===== src/rtl/io_rd_merge_pkg.sv =====
package io_rd_merge_pkg;
  typedef enum logic [1:0] {
    SZ_BYTE = 2'd0,
    SZ_WORD = 2'd1,
    SZ_LONG = 2'd2,
    SZ_QUAD = 2'd3
  } ld_size_e;

  localparam int UNITS = 8;
  localparam int IDX_W = 3;
endpackage


===== src/rtl/io_rd_merge_rules.sv =====
module io_rd_merge_rules
  import io_rd_merge_pkg::*;
#(
  parameter int AW = 32
) (
  input  logic [AW-1:0]    ld_addr,
  input  logic [1:0]       ld_size,
  input  logic             quad32,
  input  logic             force_new,
  input  logic             win_open,
  input  logic [1:0]       win_size,
  input  logic [AW-1:0]    win_base,
  input  logic [IDX_W-1:0] win_last,
  output logic             can_merge,
  output logic [AW-1:0]    blk_base,
  output logic [IDX_W-1:0] unit_idx
);
  localparam logic [AW-1:0] BLK32 = ~AW'(31);
  localparam logic [AW-1:0] BLK64 = ~AW'(63);

  logic wide_size;

  always_comb begin
    blk_base = ld_addr;
    unit_idx = '0;
    unique case (ld_size)
      SZ_LONG: begin
        blk_base = ld_addr & BLK32;
        unit_idx = ld_addr[4:2];
      end
      SZ_QUAD: begin
        if (quad32) begin
          blk_base = ld_addr & BLK32;
          unit_idx = {1'b0, ld_addr[4:3]};
        end else begin
          blk_base = ld_addr & BLK64;
          unit_idx = ld_addr[5:3];
        end
      end
      default: begin
        blk_base = ld_addr;
        unit_idx = '0;
      end
    endcase
  end

  assign wide_size = (ld_size == SZ_LONG) || (ld_size == SZ_QUAD);

  assign can_merge = win_open && !force_new && wide_size &&
                     (ld_size == win_size) && (blk_base == win_base) &&
                     (unit_idx > win_last);
endmodule


===== src/rtl/io_rd_merge_idle.sv =====
module io_rd_merge_idle #(
  parameter int LIMIT = 1024
) (
  input  logic clk,
  input  logic rst_n,
  input  logic win_open,
  input  logic activity,
  output logic at_limit
);
  localparam int CW = (LIMIT > 1) ? $clog2(LIMIT) : 1;
  localparam logic [CW-1:0] LAST = CW'(LIMIT - 1);

  logic [CW-1:0] cnt_q, cnt_d;
  logic          cnt_en;

  assign at_limit = (cnt_q == LAST);

  always_comb begin
    cnt_en = 1'b1;
    if (!win_open || activity) begin
      cnt_d = '0;
    end else if (!at_limit) begin
      cnt_d = cnt_q + CW'(1);
    end else begin
      cnt_d  = cnt_q;
      cnt_en = 1'b0;
    end
  end

  always_ff @(posedge clk or negedge rst_n) begin
    if (!rst_n) begin
      cnt_q <= '0;
    end else if (cnt_en) begin
      cnt_q <= cnt_d;
    end
  end
endmodule


===== src/rtl/io_rd_merge_fifo.sv =====
module io_rd_merge_fifo #(
  parameter int W     = 42,
  parameter int DEPTH = 4
) (
  input  logic         clk,
  input  logic         rst_n,
  input  logic         push,
  input  logic [W-1:0] din,
  input  logic         pop,
  output logic         full,
  output logic         nonempty,
  output logic [W-1:0] dout
);
  localparam int PW = (DEPTH > 1) ? $clog2(DEPTH) : 1;
  localparam int CW = $clog2(DEPTH + 1);

  logic [W-1:0]  mem [DEPTH];
  logic [PW-1:0] wr_q, wr_d, rd_q, rd_d;
  logic [CW-1:0] cnt_q, cnt_d;
  logic          do_push, do_pop;

  assign full     = (cnt_q == CW'(DEPTH));
  assign nonempty = (cnt_q != '0);
  assign do_push  = push && !full;
  assign do_pop   = pop && nonempty;
  assign dout     = mem[rd_q];

  always_comb begin
    wr_d  = wr_q;
    rd_d  = rd_q;
    cnt_d = cnt_q;
    if (do_push) wr_d = (wr_q == PW'(DEPTH - 1)) ? '0 : wr_q + PW'(1);
    if (do_pop)  rd_d = (rd_q == PW'(DEPTH - 1)) ? '0 : rd_q + PW'(1);
    if (do_push && !do_pop) cnt_d = cnt_q + CW'(1);
    if (do_pop && !do_push) cnt_d = cnt_q - CW'(1);
  end

  always_ff @(posedge clk or negedge rst_n) begin
    if (!rst_n) begin
      wr_q  <= '0;
      rd_q  <= '0;
      cnt_q <= '0;
    end else if (do_push || do_pop) begin
      wr_q  <= wr_d;
      rd_q  <= rd_d;
      cnt_q <= cnt_d;
    end
  end

  for (genvar e = 0; e < DEPTH; e++) begin : g_slot
    always_ff @(posedge clk) begin
      if (do_push && (wr_q == PW'(e))) begin
        mem[e] <= din;
      end
    end
  end
endmodule


===== src/rtl/io_rd_merge.sv =====
module io_rd_merge
  import io_rd_merge_pkg::*;
#(
  parameter int AW          = 32,
  parameter int IDLE_CYCLES = 1024,
  parameter int Q_DEPTH     = 4
) (
  input  logic          clk,
  input  logic          rst_n,
  input  logic          in_valid,
  output logic          in_ready,
  input  logic [AW-1:0] in_addr,
  input  logic [1:0]    in_size,
  input  logic          in_barrier,
  input  logic          cfg_quad32,
  output logic          out_valid,
  input  logic          out_ready,
  output logic [AW-1:0] out_base,
  output logic [1:0]    out_size,
  output logic [UNITS-1:0] out_mask
);
  localparam int REQ_W = AW + 2 + UNITS;

  logic             win_open_q, win_open_d;
  logic [1:0]       win_size_q, win_size_d;
  logic [AW-1:0]    win_base_q, win_base_d;
  logic [IDX_W-1:0] win_last_q, win_last_d;
  logic [UNITS-1:0] win_mask_q, win_mask_d;
  logic             win_en;

  logic             q_full, accept, bar_take, idle_lim, idle_fire, push;
  logic             can_merge;
  logic [AW-1:0]    blk_base;
  logic [IDX_W-1:0] unit_idx;
  logic [REQ_W-1:0] q_dout;

  assign in_ready  = !q_full;
  assign accept    = in_valid && in_ready;
  assign bar_take  = in_barrier && in_ready;
  assign idle_fire = idle_lim && in_ready && !accept;

  io_rd_merge_rules #(.AW(AW)) rules_i (
    .ld_addr   (in_addr),
    .ld_size   (in_size),
    .quad32    (cfg_quad32),
    .force_new (bar_take),
    .win_open  (win_open_q),
    .win_size  (win_size_q),
    .win_base  (win_base_q),
    .win_last  (win_last_q),
    .can_merge (can_merge),
    .blk_base  (blk_base),
    .unit_idx  (unit_idx)
  );

  io_rd_merge_idle #(.LIMIT(IDLE_CYCLES)) idle_i (
    .clk      (clk),
    .rst_n    (rst_n),
    .win_open (win_open_q),
    .activity (accept),
    .at_limit (idle_lim)
  );

  always_comb begin
    win_open_d = win_open_q;
    win_size_d = win_size_q;
    win_base_d = win_base_q;
    win_last_d = win_last_q;
    win_mask_d = win_mask_q;
    push       = 1'b0;
    if (accept) begin
      if (can_merge) begin
        win_mask_d = win_mask_q | (UNITS'(1) << unit_idx);
        win_last_d = unit_idx;
      end else begin
        push       = win_open_q;
        win_open_d = 1'b1;
        win_size_d = in_size;
        win_base_d = blk_base;
        win_last_d = unit_idx;
        win_mask_d = UNITS'(1) << unit_idx;
      end
    end else if (win_open_q && (bar_take || idle_fire)) begin
      push       = 1'b1;
      win_open_d = 1'b0;
    end
  end

  assign win_en = accept || push;

  always_ff @(posedge clk or negedge rst_n) begin
    if (!rst_n) begin
      win_open_q <= 1'b0;
      win_size_q <= SZ_BYTE;
      win_base_q <= '0;
      win_last_q <= '0;
      win_mask_q <= '0;
    end else if (win_en) begin
      win_open_q <= win_open_d;
      win_size_q <= win_size_d;
      win_base_q <= win_base_d;
      win_last_q <= win_last_d;
      win_mask_q <= win_mask_d;
    end
  end

  io_rd_merge_fifo #(.W(REQ_W), .DEPTH(Q_DEPTH)) q_i (
    .clk      (clk),
    .rst_n    (rst_n),
    .push     (push),
    .din      ({win_base_q, win_size_q, win_mask_q}),
    .pop      (out_ready),
    .full     (q_full),
    .nonempty (out_valid),
    .dout     (q_dout)
  );

  assign out_base = q_dout[REQ_W-1 -: AW];
  assign out_size = q_dout[UNITS +: 2];
  assign out_mask = q_dout[UNITS-1:0];
endmodule


===== config.mk =====
export PLATFORM = sky130hd
export DESIGN_NAME = io_rd_merge
export DESIGN_NICKNAME = d
export VERILOG_FILES = /design/src/rtl/io_rd_merge_pkg.sv /design/src/rtl/io_rd_merge_rules.sv /design/src/rtl/io_rd_merge_idle.sv /design/src/rtl/io_rd_merge_fifo.sv /design/src/rtl/io_rd_merge.sv
export SDC_FILE = /design/constraint.sdc
export NUM_CORES = 1
export LEC_CHECK = 0
export BUFFER_PORTS_ARGS = -buffer_cell sky130_fd_sc_hd__buf_4
export CAP_MARGIN = 20
export CORE_MARGIN = 3
export CORE_UTILIZATION = 59
export DETAILED_ROUTE_END_ITERATION = 10
export PLACE_DENSITY = 0.78
export SYNTH_ARGS = -nofsm -noshare
export SYNTH_HDL_FRONTEND = slang
export SYNTH_HIERARCHICAL = 1
export SYNTH_SLANG_ARGS = --single-unit

===== constraint.sdc =====
create_clock -name clk -period 3.69 [get_ports clk]
set_input_delay 0.1845 -clock clk [delete_from_list [all_inputs] [get_ports clk]]
set_output_delay 0.1845 -clock clk [all_outputs]
set_load 0.05 [all_outputs]

## Word-level counts from Yosys, hierarchy flattened

Memories as Yosys holds them, arrays and structs flattened.
Index checks and enable logic that the tools add are counted.
W data, S select, Z words.

- Equality and inequality tests: 12
- Add/sub/neg operators: 5
- Reductions and logical operators: 43
- Shift operators: 1
- $lt $le $gt $ge: 1
- Muxes and demuxes: 36
- Bitwise logic cells: 2

Operators with widths:

| cell | number |
|---|---|
| $mux W42 | 3 |
| $reduce_or A42 Y1 | 3 |
| $eq A32 B32 Y1 | 1 |
| $mux W10 | 2 |
| $mux W1 | 19 |
| $logic_and A1 B1 Y1 | 18 |
| $pmux W6 S2 | 1 |
| $add A10 B1 Y10 const B | 1 |
| $eq A10 B10 Y1 const B | 1 |
| $eq A2 B2 Y1 const B | 5 |
| $mux W2 | 5 |
| $reduce_and A2 Y1 | 5 |
| $mux W3 | 3 |
| $mux W8 | 1 |
| $or A8 B8 Y8 | 1 |
| $shl A1 B3 Y8 const A | 1 |
| $logic_not A1 Y1 | 6 |
| $mux W6 | 1 |
| $pmux W3 S2 | 1 |
| $reduce_and A3 Y1 | 2 |
| $logic_or A1 B1 Y1 | 5 |
| $add A2 B1 Y2 const B | 2 |
| $reduce_bool A2 Y1 | 2 |
| $add A3 B1 Y3 const B | 1 |
| 10 further kinds | 10 |

- Bits in registers: 63
- Input bits: 40
- RAM bits: 168
- Memories kept: 1

Memories:

| name | depth | width | rd ports | clocked after Yosys merged registers in | write ports | line | source |
|---|---|---|---|---|---|---|---|
| q_i.mem | 4 | 42 | 1 | 0 | 1 | io_rd_merge_fifo.sv:17 | `logic [W-1:0] mem [DEPTH];` |

## Depth between registers and ports, before layout

- Depth after elaboration: 19
- Mapped depth: 18
- Depth with buffers taken out: 17

## Modules after synthesis

Netlist, hierarchy kept.

By module, submodules not included:

| module | sequential area each (um2) | area an instance (um2) | instances | cells each |
|---|---|---|---|---|
| io_rd_merge_fifo | 5220.0 | 6595.1 | 1 | 263 |
| io_rd_merge | 1151.1 | 1800.5 | 1 | 114 |
| io_rd_merge_rules | 0.0 | 819.5 | 1 | 108 |
| io_rd_merge_idle | 250.2 | 570.5 | 1 | 56 |

## Worst setup path before layout

No wires, ideal clock.

- Path kind: input-to-reg
- Start: input port in_size[0]
- End: memory q_i.mem[3][0] (enable)
- Setup time: 0.403 ns
- Data arrival time: 3.316 ns
- Slack: -0.029 ns
- Data required time: 3.287 ns
- Stages on the path: 11
- Cell sequence: clkbuf_1 -> mux2i_1 -> nor2b_1 -> ha_1 -> nor2b_1 -> o21ai_0 -> a2111o_1 -> a2111oi_2 -> a2111oi_0 -> nor2b_1 -> and2_1

- Elaborated cells on any way between the ends: 36
- Classes of those cells: order compare (1); eq/ne (4); mux (18); reduce/logical (13)

RTL lines:

| element | line | source |
|---|---|---|
| start: declaration | io_rd_merge.sv:13 | `input logic [1:0] in_size,` |
| $eq A2 B2 Y1 | io_rd_merge_rules.sv:26 | `unique case (ld_size)` |
| $pmux W3 S2 (*) | io_rd_merge_rules.sv:26 |  |
| net unit_idx[1] | io_rd_merge.sv:34 | `logic [IDX_W-1:0] unit_idx;` |
| $gt A3 B3 Y1 (*) | io_rd_merge_rules.sv:51 | `(unit_idx > win_last);` |
| $logic_and A1 B1 Y1 (*) | io_rd_merge_rules.sv:50 | `(ld_size == win_size) && (blk_base == win_base) &&` |
| net can_merge | io_rd_merge.sv:32 | `logic can_merge;` |
| $mux W1 (*) | io_rd_merge.sv:72 | `if (can_merge) begin` |
| $mux W1 (*) | io_rd_merge.sv:71 | `if (accept) begin` |
| net push | io_rd_merge.sv:31 | `logic q_full, accept, bar_take, idle_lim, idle_fire, push;` |
| $logic_and A1 B1 Y1 (*) | io_rd_merge_fifo.sv:24 | `assign do_push = push && !full;` |
| $logic_and A1 B1 Y1 | io_rd_merge_fifo.sv:52 | `if (do_push && (wr_q == PW'(e))) begin` |
| $mux W1 | io_rd_merge_fifo.sv:52 |  |
| $mux W1 (not written as such) | io_rd_merge_fifo.sv:53 | `mem[e] <= din;` |
| $reduce_or A42 Y1 (no source line) | n/a |  |
| $mux W2 (no source line) / $mux W1 (equally long branches) (3 in series) | n/a |  |
| end: declaration | io_rd_merge_fifo.sv:17 |  |

The timed path passes the listed nets; every way through them passes the cells marked *.

## Final worst setup path

- Start: register win_base_q[29]
- End: register q_i.cnt_q[2]

- Word-level cells in the longest chain between the ends: 10
- Elaborated cells on any way between the ends: 13
- Classes of those cells: eq/ne (1); mux (3); reduce/logical (9)

Ends and longest elaborated chain:

| element | line | source |
|---|---|---|
| start: declaration | io_rd_merge.sv:26 | `logic [AW-1:0] win_base_q, win_base_d;` |
| start signal: assignment | io_rd_merge.sv:101 | `win_base_q <= win_base_d;` |
| $eq A32 B32 Y1 (*) | io_rd_merge_rules.sv:50 |  |
| $logic_and A1 B1 Y1 (*) (2 in series) | io_rd_merge_rules.sv:50 |  |
| net can_merge | io_rd_merge.sv:32 |  |
| $mux W1 (*) | io_rd_merge.sv:72 |  |
| $mux W1 (*) | io_rd_merge.sv:71 |  |
| net push | io_rd_merge.sv:31 |  |
| $logic_and A1 B1 Y1 (*) | io_rd_merge_fifo.sv:24 |  |
| $logic_not A1 Y1 | io_rd_merge_fifo.sv:35 | `if (do_pop && !do_push) cnt_d = cnt_q - CW'(1);` |
| $logic_and A1 B1 Y1 | io_rd_merge_fifo.sv:35 |  |
| $reduce_bool A2 Y1 (no source line) | n/a |  |
| $reduce_and A2 Y1 (no source line) | n/a |  |
| end signal: assignment | io_rd_merge_fifo.sv:46 | `cnt_q <= cnt_d;` |
| end: declaration | io_rd_merge_fifo.sv:19 | `logic [CW-1:0] cnt_q, cnt_d;` |

Marked as above.
A chain may end at the register's enable or synchronous reset.

==> results by group <==
Run status
  – Status: completed

Layout
  – Commonest cells after routing, fill and taps aside: 168 x edfxtp_1, 95 x buf_4, 61 x dfrtp_1
  – Fin area: 0.01150 mm²
  – Final nets: 702
  – Layout area overhead: 17.48%
  – Commonest non-fill, non-tap cell in the layout: edfxtp_1
  – Share of cells above drive strength 1: 33.73%
  – Fin util: 71.59%
  – Number of diodes: 0

Synthesis
  – Synth async-reset ratio: 27.27%
  – EDFF count, synth: 168
  – Flop and latch count out of synthesis: 231
  – Top_reg_cell synth: edfxtp_1
  – Synth warnings: 6
  – Synth Instances: 541
  – Avg Cell Area, Syn: 18.09 µm²
  – Sequential share of the synthesized area: 67.66%
  – Netlist cell types: 62
  – Syn Nets: 593
  – Post-Syn Area: 0.009786 mm²

STA
  – Fin crit period: 3366 ps
  – Sum Neg Setup Slack: 0 ps
  – Slew Limit Headroom: 42.46%
  – Fmax: 297.0 MHz
  – Final hold vios: 0
  – Slew Limit Fails: 0
  – Clock Skews: 11.24 ps
  – Hold WS: 12.60 ps
  – Unrepaired setup endpoints after global routing: no
  – Endpoints failing setup: 0
  – Crit share post-route: 91.23%
  – Worst slew pin tran: 863.2 ps

CTS
  – CTS Buffer Depth: 3
  – Root Buffer: clkbuf_16
  – Worst skew pair latency: 500 ps
  – # Post-CTS Setup Buffers: 0
  – Cts bufs inserted: 23
  – H-tree depth: 1
  – CTS tree: built
  – Clock sink count: 231
  – Register clock-pin slew on the reported worst setup and hold paths: 60 ps

Place
  – Post-DP HPWL: 12360 µm
  – RD Place Congestion: 0.8585
  – DP Area: 0.01049 mm²
  – Buffers added on ports: 83

Routing
  – Post-route DRC: 0
  – DRT iter0 DRCs: 574
  – Post-Route WL: 19130 µm
  – Via Count: 5182
  – Met2 WL: 9447 µm
  – TritonRoute pass-1 iters: 5
  – Wl on met1: 8075 µm
  – Met3 wire len: 1182 µm
  – Remaining antenna violation count: 0
  – Top sig layer: met4
  – Via density: 5.869
  – WL/cell: 21.66 µm

Power
  – Leak pwr: 4.292 nW
  – Power per cell area: 893.3 mW/mm²
  – Total power draw: 0.01027 W
  – VDD IR max: 0.5631 mV

Setup path
  – Slowest cell on crit path: dfrtp_1
  – Worst path max stage delay: 450 ps
  – WP data arrival: 3750 ps
  – Crit path max fanout: 6
  – Setup CP Type: flop to flop
  – CP cell instances: xor2_1 -> nor4_1 -> buf_4 -> nand4_1 -> a2111oi_4 -> a2111oi_0 -> nor2b_1 -> inv_1 -> ha_1 -> inv_1 -> fa_1 -> xnor2_1 -> nand2_1 -> xnor2_1
  – Critical Path RT: 4070 ps
  – Critical Path End Type: flop
  – CP Launch Type: flop

Worst hold path
  – Worst Hold Class: primary input to flop

GRT
  – GRT overflow: 0
  – Global-route wire length before repair: 30500 µm
  – Pin count of the biggest net entering global routing: 64
  – Tot GR Track Use: 21.90%
  – Number of global-route vias before repair: 5484
  – Antenna violations before repair: 0

Floorplan
  – Die height: 134.8 µm
  – Chip width: 134.8 µm
  – Full die area: 0.01817 mm²
  – Initial core utilization: 60.94%
  – Total core area: 0.01606 mm²
  – Cell Rows: 46
  – I/O pin total: 84

Run
  – Max-cap violations: 0
## metal layers
metal	vias to the layer above	GRT usage, %
met4	0	5.826
li1	2306	-
met5	-	0
met1	2659	31.14
met2	182	35.88
met3	35	3.763
## critical path, delay by kind of cell (launching register included)
family	cells	cell delay (ps)
AO/OA/AOI/OAI	2	580
XOR/XNOR	3	480
adder cells (fa/ha/maj)	2	550
buffers and inverters	3	350
flip-flops	1	450
AND/OR/NAND/NOR	4	810
## power breakdown
group	internal, W	total [W]	switching, W
clock network	0.00130	0.00220	0.000899
logic	0.00147	0.00390	0.00243
registers	0.00370	0.00416	0.000466
total	0.00647	0.0103	0.00380
## cells in the mapped netlist, types with 4 or more instances
library cell	number	area share [%]
dfrtp_1	63	16
nor3_1	6	0.31
mux4_1	4	1.1
nand4_1	4	0.26
buf_2	7	0.36
buf_4	26	2.0
nor4_1	6	0.38
nor2_1	4	0.15
nand2_1	10	0.38
xnor2_1	9	0.81
a32o_1	6	0.61
buf_12	4	0.82
nor2b_1	8	0.51
ha_1	11	1.4
buf_6	5	0.58
mux4_2	38	8.7
mux2i_1	4	0.41
and2_1	7	0.45
a21oi_1	6	0.31
edfxtp_1	168	52
xor2_1	21	1.9
inv_1	25	0.96
mux2_2	38	4.4
## sequential cells by signal, indices dropped and copies added, names as in the netlist
name / flops
idle_i/cnt_q: 10
q_i/cnt_q: 3
q_i/mem: 168
q_i/rd_q: 2
q_i/wr_q: 2
win_base_q: 32
win_last_q: 3
win_mask_q: 8
win_open_q: 1
win_size_q: 2
## cells by family (layout without fill, tap and decap cells)
group | Yosys count | count (layout) | share of synthesized area, %
DFF | 231 | 231 | 67.66
muxes | 86 | 86 | 14.83
and+or+nand+nor | 72 | 72 | 4.872
buffers and inverters | 69 | 195 | 4.782
AOI/OAI and AO/OA | 41 | 41 | 3.555
xor gates and xnor gates | 30 | 30 | 2.685
adders and majority gates | 12 | 12 | 1.611
## area by class of cell
class                           instances  area, µm²
Clock inverter                          7      90.09
Inverter                               26      97.59
Clock buffer                           35      620.6
Tap cell                              216      270.3
Sequential cell                       231       6624
Fill cell                             986       4562
Timing Repair Buffer                  127       1074
Multi-Input combinational cell        241       2720
## final timing paths
path                       cells after the start                  startpoint  slack [ps]                         end
min reg2reg                                    1    q_i/cnt_q[2]$_DFFE_PN0P_         520    q_i/cnt_q[2]$_DFFE_PN0P_
max in group asynchronous                      2                       rst_n        2750     q_i/rd_q[0]$_DFFE_PN0P_
max                                           14  win_base_q[29]$_DFFE_PN0P_         320    q_i/cnt_q[2]$_DFFE_PN0P_
max reg2reg                                   14  win_base_q[29]$_DFFE_PN0P_         320    q_i/cnt_q[2]$_DFFE_PN0P_
min in group asynchronous                      2                       rst_n         330  win_base_q[12]$_DFFE_PN0P_
min                                            2                  in_size[0]          10   win_size_q[0]$_DFFE_PN0P_
## stage by stage
stage	std cells	setup WS, ps
after global routing	883	63.38
final	883	323.5
after CTS	883	307.3
after detailed placement	813	243.9
after floorplan	541	64.96
after global placement	812	305.2
## timing repair
action                                  CTS  global route
hold buffers                             28             0
endpoints found under the hold margin    90             0
endpoints found under the setup margin    0             1
gates resized for setup                   0             2
No activity file was read; power rests on OpenSTA's default activity.
